**config.mk**
```make
export PLATFORM = sky130hd
export DESIGN_NAME = pageTableWalker
export DESIGN_NICKNAME = d
export VERILOG_FILES = /design/src/rtl/ptwPkg.sv /design/src/rtl/ptwDatapath.sv /design/src/rtl/ptwControl.sv /design/src/rtl/pageTableWalker.sv
export SDC_FILE = /design/constraint.sdc
export NUM_CORES = 1
export LEC_CHECK = 0
export BUFFER_PORTS_ARGS = -buffer_cell sky130_fd_sc_hd__buf_2
export CAP_MARGIN = 5
export CORE_ASPECT_RATIO = 1.2
export CORE_MARGIN = 2
export CORE_UTILIZATION = 37
export CTS_CLUSTER_SIZE = 28
export DETAILED_ROUTE_END_ITERATION = 6
export HOLD_SLACK_MARGIN = 0.15
export PLACE_DENSITY_LB_ADDON = 0.3
export SKIP_LAST_GASP = 1
export SLEW_MARGIN = 5
export SYNTH_ARGS = -nofsm -noshare
export SYNTH_HDL_FRONTEND = slang
export SYNTH_SLANG_ARGS = --single-unit
```
**constraint.sdc**
```tcl
create_clock -name clk -period 7.98 [get_ports clk]
set_input_delay 0.798 -clock clk [delete_from_list [all_inputs] [get_ports clk]]
set_output_delay 0.798 -clock clk [all_outputs]
set_load 0.05 [all_outputs]
```
**src/rtl/ptwPkg.sv**
```systemverilog
package ptwPkg;
  localparam int VA_W      = 64;
  localparam int PA_W      = 64;
  localparam int PTE_W     = 64;
  localparam int VPN_W     = 9;
  localparam int OFF_W     = 12;
  localparam int PPN_W     = 44;
  localparam int LEVELS    = 3;
  localparam int PPN_LSB   = 10;
  localparam int LVL_W     = $clog2(LEVELS);
  localparam int WIDX_W    = PPN_W + VPN_W;
  localparam int EN_BIT    = 63;
  localparam logic [1:0] MACHINE_PRIV = 2'b11;

  typedef enum logic [0:0] {
    WALK_IDLE  = 1'b0,
    WALK_FETCH = 1'b1
  } walkState_t;

  typedef struct packed {
    logic capture;
    logic descend;
    logic takeLeaf;
    logic takeBypass;
  } ptwCtl_t;
endpackage

```
**src/rtl/ptwDatapath.sv**
```systemverilog
module ptwDatapath
  import ptwPkg::*;
#(
  parameter int P_VA_W   = VA_W,
  parameter int P_PTE_W  = PTE_W,
  parameter int P_VPN_W  = VPN_W,
  parameter int P_OFF_W  = OFF_W,
  parameter int P_PPN_W  = PPN_W,
  parameter int P_LEVELS = LEVELS,
  parameter int P_LVL_W  = LVL_W
) (
  input  logic                         clk,
  input  logic                         rstN,
  input  ptwCtl_t                      ctl,
  input  logic [P_VA_W-1:0]            reqVaddr,
  input  logic [P_PPN_W-1:0]           rootPpn,
  input  logic [P_PTE_W-1:0]           memData,
  output logic [P_PPN_W+P_VPN_W-1:0]   memAddr,
  output logic                         pteValid,
  output logic                         pteLeaf,
  output logic                         atBottom,
  output logic [P_VA_W-1:0]            paddr
);
  localparam int SLOTS   = 2 ** P_LVL_W;
  localparam int VPN_ALL = P_LEVELS * P_VPN_W;

  logic [P_VA_W-1:0]  vaddrQ;
  logic [P_PPN_W-1:0] baseQ;
  logic [P_LVL_W-1:0] levelQ;
  logic [P_VA_W-1:0]  paddrQ;

  logic [P_PPN_W-1:0] ptePpn;
  logic [P_PPN_W-1:0] vaVpnBits;
  logic [P_VPN_W-1:0] vpnArr  [SLOTS];
  logic [P_VA_W-1:0]  leafArr [SLOTS];

  assign ptePpn    = memData[PPN_LSB +: P_PPN_W];
  assign vaVpnBits = P_PPN_W'(vaddrQ[P_OFF_W +: VPN_ALL]);

  // Per-level index slice and leaf composition: a leaf found at level g
  // keeps the low g*VPN_W page-number bits from the virtual address.
  for (genvar g = 0; g < SLOTS; g++) begin : gLevel
    if (g < P_LEVELS) begin : gReal
      localparam logic [P_PPN_W-1:0] LOW_MASK =
        (P_PPN_W'(1) << (g * P_VPN_W)) - P_PPN_W'(1);
      logic [P_PPN_W-1:0] mixedPpn;
      assign mixedPpn   = (ptePpn & ~LOW_MASK) | (vaVpnBits & LOW_MASK);
      assign vpnArr[g]  = vaddrQ[P_OFF_W + g*P_VPN_W +: P_VPN_W];
      assign leafArr[g] = P_VA_W'({mixedPpn, vaddrQ[P_OFF_W-1:0]});
    end else begin : gPad
      assign vpnArr[g]  = '0;
      assign leafArr[g] = '0;
    end
  end

  assign memAddr  = {baseQ, vpnArr[levelQ]};
  assign pteValid = memData[0];
  assign pteLeaf  = memData[1] | memData[3];
  assign atBottom = (levelQ == '0);
  assign paddr    = paddrQ;

  always_ff @(posedge clk or negedge rstN) begin
    if (!rstN) begin
      vaddrQ <= '0;
      baseQ  <= '0;
      levelQ <= '0;
    end else if (ctl.capture) begin
      vaddrQ <= reqVaddr;
      baseQ  <= rootPpn;
      levelQ <= P_LVL_W'(P_LEVELS - 1);
    end else if (ctl.descend) begin
      baseQ  <= ptePpn;
      levelQ <= levelQ - P_LVL_W'(1);
    end
  end

  always_ff @(posedge clk or negedge rstN) begin
    if (!rstN) begin
      paddrQ <= '0;
    end else if (ctl.takeBypass) begin
      paddrQ <= reqVaddr;
    end else if (ctl.takeLeaf) begin
      paddrQ <= leafArr[levelQ];
    end
  end
endmodule

```
**src/rtl/ptwControl.sv**
```systemverilog
module ptwControl
  import ptwPkg::*;
(
  input  logic       clk,
  input  logic       rstN,
  input  logic       reqValid,
  input  logic [1:0] reqPriv,
  input  logic       satpOn,
  input  logic       memReady,
  input  logic       pteValid,
  input  logic       pteLeaf,
  input  logic       atBottom,
  output ptwCtl_t    ctl,
  output logic       reqReady,
  output logic       memReqValid,
  output logic       done,
  output logic       fault
);
  walkState_t stateQ, stateD;
  logic doneQ, faultQ;
  logic accept, translateOn, resp, badEntry;

  assign reqReady    = (stateQ == WALK_IDLE);
  assign memReqValid = (stateQ == WALK_FETCH);
  assign accept      = reqValid && reqReady;
  assign translateOn = satpOn && (reqPriv != MACHINE_PRIV);
  assign resp        = memReqValid && memReady;
  assign badEntry    = resp && (!pteValid || (!pteLeaf && atBottom));

  always_comb begin
    ctl            = '0;
    ctl.capture    = accept && translateOn;
    ctl.takeBypass = accept && !translateOn;
    ctl.takeLeaf   = resp && pteValid && pteLeaf;
    ctl.descend    = resp && pteValid && !pteLeaf && !atBottom;
  end

  always_comb begin
    stateD = stateQ;
    unique case (stateQ)
      WALK_IDLE:  if (ctl.capture) stateD = WALK_FETCH;
      WALK_FETCH: if (ctl.takeLeaf || badEntry) stateD = WALK_IDLE;
      default:    stateD = WALK_IDLE;
    endcase
  end

  always_ff @(posedge clk or negedge rstN) begin
    if (!rstN) begin
      stateQ <= WALK_IDLE;
      doneQ  <= 1'b0;
      faultQ <= 1'b0;
    end else begin
      stateQ <= stateD;
      doneQ  <= ctl.takeLeaf || ctl.takeBypass;
      faultQ <= badEntry;
    end
  end

  assign done  = doneQ;
  assign fault = faultQ;
endmodule

```
**src/rtl/pageTableWalker.sv**
```systemverilog
module pageTableWalker
  import ptwPkg::*;
(
  input  logic              clk,
  input  logic              rstN,
  input  logic              reqValid,
  output logic              reqReady,
  input  logic [VA_W-1:0]   reqVaddr,
  input  logic [1:0]        reqPriv,
  input  logic [63:0]       reqSatp,
  output logic              memReqValid,
  input  logic              memReady,
  output logic [WIDX_W-1:0] memAddr,
  input  logic [PTE_W-1:0]  memData,
  output logic              done,
  output logic              fault,
  output logic [PA_W-1:0]   paddr
);
  ptwCtl_t ctl;
  logic pteValid, pteLeaf, atBottom;

  ptwControl u_ctrl (
    .clk(clk), .rstN(rstN),
    .reqValid(reqValid), .reqPriv(reqPriv), .satpOn(reqSatp[EN_BIT]),
    .memReady(memReady),
    .pteValid(pteValid), .pteLeaf(pteLeaf), .atBottom(atBottom),
    .ctl(ctl), .reqReady(reqReady), .memReqValid(memReqValid),
    .done(done), .fault(fault)
  );

  ptwDatapath u_dp (
    .clk(clk), .rstN(rstN), .ctl(ctl),
    .reqVaddr(reqVaddr), .rootPpn(reqSatp[PPN_W-1:0]),
    .memData(memData), .memAddr(memAddr),
    .pteValid(pteValid), .pteLeaf(pteLeaf), .atBottom(atBottom),
    .paddr(paddr)
  );
endmodule

```
# Word-level counts from Yosys, hierarchy flattened
# Cells that the tools add are included.
[word_totals] reg_bits=152 in_bits=198 output_inout_bits=121
[op_classes] n_addsub=1 n_lt_le_gt_ge=1 eq_ne=1 mux=15 n_bitwise=5 n_reduce_logical=21
[op_table] cell="$mux W64" count=4
[op_table] cell="$bmux W64 S2" count=1
[op_table] cell="$mux W44" count=2
[op_table] cell="$or A44 B18 Y44" count=1
[op_table] cell="$or A44 B9 Y44" count=1
[op_table] cell="$bmux W9 S2" count=1
[op_table] cell="$mux W9" count=2
[op_table] cell="$logic_and A1 B1 Y1" count=11
[op_table] cell="$logic_not A1 Y1" count=4
[op_table] cell="$mux W2" count=2
[op_table] cell="$reduce_bool A2 Y1" count=2
[op_table] cell="$ge A3 B3 Y1 const B" count=1
[op_table] cell="$logic_or A1 B1 Y1" count=3
[op_table] cell="$not A2 Y3" count=1
[op_table] cell="$logic_not A2 Y1" count=1
[op_table] cell="$mux W1" count=2
[op_table] cell="$ne A2 B2 Y1 const B" count=1
[op_table] cell="$pmux W1 S2" count=1
[op_table] cell="$sub A2 B1 Y2 const B" count=1
[op_table] cell="$not A1 Y1" count=1
[op_table] cell="$or A1 B1 Y1" count=1

# Logic depth before layout (Yosys ltp)
[depth] ltp_word=8 depth_mapped=9 mapped_depth_nobuf=5

# Hierarchy
# From an unflattened synthesis, not the netlist that was laid out.
[hier_totals] cells_unflattened=609 hier_area_um2=6986.7
[modules_own_cells] mod="ptwDatapath" n_inst=1 cells_each=592 area_per_inst_um2=6802.8 seq_area_each_um2=3728.6
[modules_own_cells] mod="ptwControl" n_inst=1 cells_each=17 area_per_inst_um2=183.9 seq_area_each_um2=75.1

# Least setup slack after synthesis
# No wires, ideal clock.
[synth_timing] kind="reg2out" from="register u_dp.levelQ[0]" to="output port memAddr[0]" arrival_ps=2120 required_time_ps=7182 slack_ps=5062 stages_incl_launch_ff=5 path_buffers=2 path_cell_list="dfrtp_1 buf_1 clkbuf_1 a21oi_1 o21ai_0"
[synth_between] elab_chain_cells=4
[synth_lines] element="start: declaration" line_no="ptwDatapath.sv:29" source="logic [P_LVL_W-1:0] levelQ;"
[synth_lines] element="start signal: assignment" line_no="ptwDatapath.sv:70" source="levelQ <= P_LVL_W'(P_LEVELS - 1);"
[synth_lines] element="start signal: assignment" line_no="ptwDatapath.sv:73" source="levelQ <= levelQ - P_LVL_W'(1);"
[synth_lines] element="$not A2 Y3 (implied by the code)" line_no="ptwDatapath.sv:56" source="assign memAddr = {baseQ, vpnArr[levelQ]};"
[synth_lines] element="$bmux W9 S2" line_no="ptwDatapath.sv:56"
[synth_lines] element="$mux W9 (implied by the code) (2 in a row)" line_no="ptwDatapath.sv:56"
[synth_lines] element="end: declaration" line_no="pageTableWalker.sv:13" source="output logic [WIDX_W-1:0] memAddr,"
# No other way between the ends. The select of a mux whose other input is x is not followed.

# Worst setup path in the final report
# Same ends and word-level chain as after synthesis.

==> flow_metrics.env <==
export IMPL_layout_min_cycle_time_ns=3.679
export IMPL_p_leak_nw=4.580
export IMPL_critical_path_required_ns=7.18
export IMPL_tns_ns=0
export IMPL_wl_um=22810
export IMPL_clockBufferDepth=2
export IMPL_place_hpwl_um=15170
export IMPL_netlist_area_sq_mm=0.006978
export IMPL_grt_pass1_wl_um=34340
export IMPL_drive_above_1_share=0.4635
export IMPL_num_vias=6140
export IMPL_setup_viol_count_final=0
export IMPL_grt_max_degree=79
export IMPL_avgSynthCellArea_sq_um=11.67
export IMPL_start_util=0.3742
export IMPL_die_h_um=154.4
export IMPL_die_x_um=129.4
export IMPL_core_sq_mm=0.01865
export IMPL_gr_total_overflow=0
export IMPL_io_buffer_count=282
export IMPL_r2r_start="u_dp.levelQ[0]$_DFFE_PN0P_"
export IMPL_worst_slew_pin_slew_ns=1.210
export IMPL_wire_per_inst_um=20.38
export IMPL_cts_sinks=152
export IMPL_gr_usage_all_layers=0.2247
export IMPL_ys_ff_latch=152
export IMPL_hold_class="primary input to asynchronous set/reset pin"
export IMPL_worstSetupStartpointType="register"
export IMPL_clkSlewWorstSetupHoldPaths_ns=0.07
export IMPL_finalClockSkew_ns=0.008026
export IMPL_hold_violations=0
export IMPL_r2r_worst_path_cells=5
export IMPL_cap_violations=0
export IMPL_cts_inserted_buffers=17
export IMPL_hold_buffers=0
export IMPL_grt_antenna_before_repair=0
export IMPL_cts_root_buffer="clkbuf_16"
export IMPL_ys_flop_type="dfrtp_1"
export IMPL_power_density_mw_per_mm2=329.7
export IMPL_die_area_sq_mm=0.01998
export IMPL_rsz0062_at_grt="no"
export IMPL_diodes=0
export IMPL_cts_setup_buffers=0
export IMPL_outcome="finished, final reports clean"
export IMPL_power_w=0.003003
export IMPL_grt_pass1_vias=6142
export IMPL_synth_edff_count=0
export IMPL_ant_nets=0
export IMPL_yosysSeqAreaShare=0.5451
export IMPL_crit_arrival_ns=2.88
export IMPL_path_class="register to output pin"
export IMPL_drtIter0Drc=297
export IMPL_dp_cells=1087
export IMPL_gp_congestion=0.7895
export IMPL_placementRows=55
export IMPL_ys_types=37
export IMPL_endpoint_kind="output pin"
export IMPL_syn_to_final_growth_pct=30.55
export IMPL_clk_latency_ns=0.42
export IMPL_critPathMaxFanout=31
export IMPL_syn_inst=598
export IMPL_dr_pass1_iters=7
export IMPL_cts_max_level=4
export IMPL_remaining_drc_errors=0
export IMPL_synth_async_reset_ratio=1.000
export IMPL_slew_headroom=0.1903
export IMPL_final_core_util=0.4885
export IMPL_cp_startpoint="u_dp.levelQ[0]$_DFFE_PN0P_"
export IMPL_synth_warnings=0
export IMPL_drv_slew=0
export IMPL_postSynthNetCount=797
export IMPL_cts_tree="done"
export IMPL_nNetsFinal=1049
export IMPL_final_period_utilization=0.4610
export IMPL_ir_drop_mv=0.1647
export IMPL_routed_via_density=5.487
export IMPL_ios=319
export IMPL_fmax_ghz=0.2718
export IMPL_cts_repair_resized=0
export IMPL_fin_cells=1119
[through the flow]
| stage | hold slack (ns) | setup WS [ns] | area (sq um) |
|---|---|---|---|
| after floorplan | 0.4722 | 5.062 | 6978 |
| after global routing | 0.4376 | 4.007 | 9110 |
| after CTS | 0.4266 | 4.285 | 9110 |
| after detailed placement | 0.4804 | 4.753 | 8553 |
| final | 0.3797 | 4.301 | 9110 |
| after global placement | 0.4794 | 4.750 | 8553 |
[area by class of cell]
class / count / area [sq um]
inverters: 13 / 48.80
repair buffers: 292 / 1493
flip-flops and latches: 152 / 3804
clock buffers: 17 / 425.4
clock inverters: 15 / 131.4
fillers: 1760 / 9539
well taps: 256 / 320.3
multi-input cells: 374 / 2888
[layer usage]
| layer | track usage | wire, um | vias to the layer above |
|---|---|---|---|
| met5 | 0 | 0 | - |
| met2 | 0.3759 | 11280 | 246 |
| met4 | 0.06988 | 444 | 0 |
| li1 | - | - | 2804 |
| met3 | 0.04808 | 1428 | 32 |
| met1 | 0.2902 | 9657 | 3058 |
[worst paths after layout]
check | endpoint | slack [ns]
setup / recovery | memAddr[0] | 4.30
hold / removal | u_dp.paddr[49]$_DFFE_PN0P_ | 0.38
setup reg to reg | u_dp.baseQ[4]$_DFFE_PN0P_ | 4.76
hold reg to reg | u_dp.paddr[58]$_DFFE_PN0P_ | 0.50
max in group asynchronous | u_dp.paddr[62]$_DFFE_PN0P_ | 6.08
min in group clk | u_dp.paddr[58]$_DFFE_PN0P_ | 0.50
[synthesized netlist by cell type, types with 11 or more instances]
library cell | number | area [sq um]
a21oi_1 | 11 | 55.05
a221o_1 | 56 | 560.5
a22o_1 | 17 | 148.9
a31oi_1 | 20 | 125.1
and3_1 | 62 | 387.9
buf_2 | 12 | 60.06
clkbuf_1 | 38 | 142.6
dfrtp_1 | 152 | 3804
inv_1 | 12 | 45.04
mux2_2 | 49 | 551.8
nand2_1 | 33 | 123.9
nand3_1 | 29 | 145.1
nor2b_1 | 11 | 68.82
nor3_1 | 20 | 100.1
[placed cells by master (no fill, tap or decap), drive strengths merged, types with 4 or more instances in the layout]
master  synthesis  final
a21o            9      9
a21oi          12     12
a221o          62     62
a22o           17     17
a31oi          20     20
and3           62     62
buf            21    292
clkbuf         38     17
clkinv          0      6
dfrtp         152    152
inv            13     21
mux2           49     49
mux2i           9      9
nand2          33     33
nand3          29     29
nor2            4      4
nor2b          11     11
nor3           20     20
o21ai           9      9
o221a           9      9
o221ai          9      9
[worst max-delay path, cell delays in order (launching register included)]
cell     delay [ns]
dfrtp_1        0.79
nor2b_1        1.08
nand2_1        0.16
o21ai_0        0.12
buf_2          0.30
[cells by family (layout without fill, tap and decap cells)]
group	count (synthesis)	in the layout	share of synthesized area
flip-flops	152	152	0.5451
adder cells (fa/ha/maj)	1	1	0.001793
AND/OR/NAND/NOR	162	162	0.1246
multiplexers	58	58	0.09199
buffers and inverters	72	337	0.04841
AO/OA/AOI/OAI	153	153	0.1881
[registers in the layout (all words and copies together) (netlist names)]
name                count
u_dp.baseQ             44
u_dp.vaddrQ            39
u_ctrl.memReqValid      1
u_ctrl.fault            1
u_ctrl.done             1
u_dp.paddr             64
u_dp.levelQ             2
[where the power goes]
part | switching [W] | internal (W)
combinational | 0.000829 | 0.000331
clock | 0.000360 | 0.000410
sequential | 0.000117 | 0.000956
total | 0.00131 | 0.00170
Power figures use the tool's default switching activity.
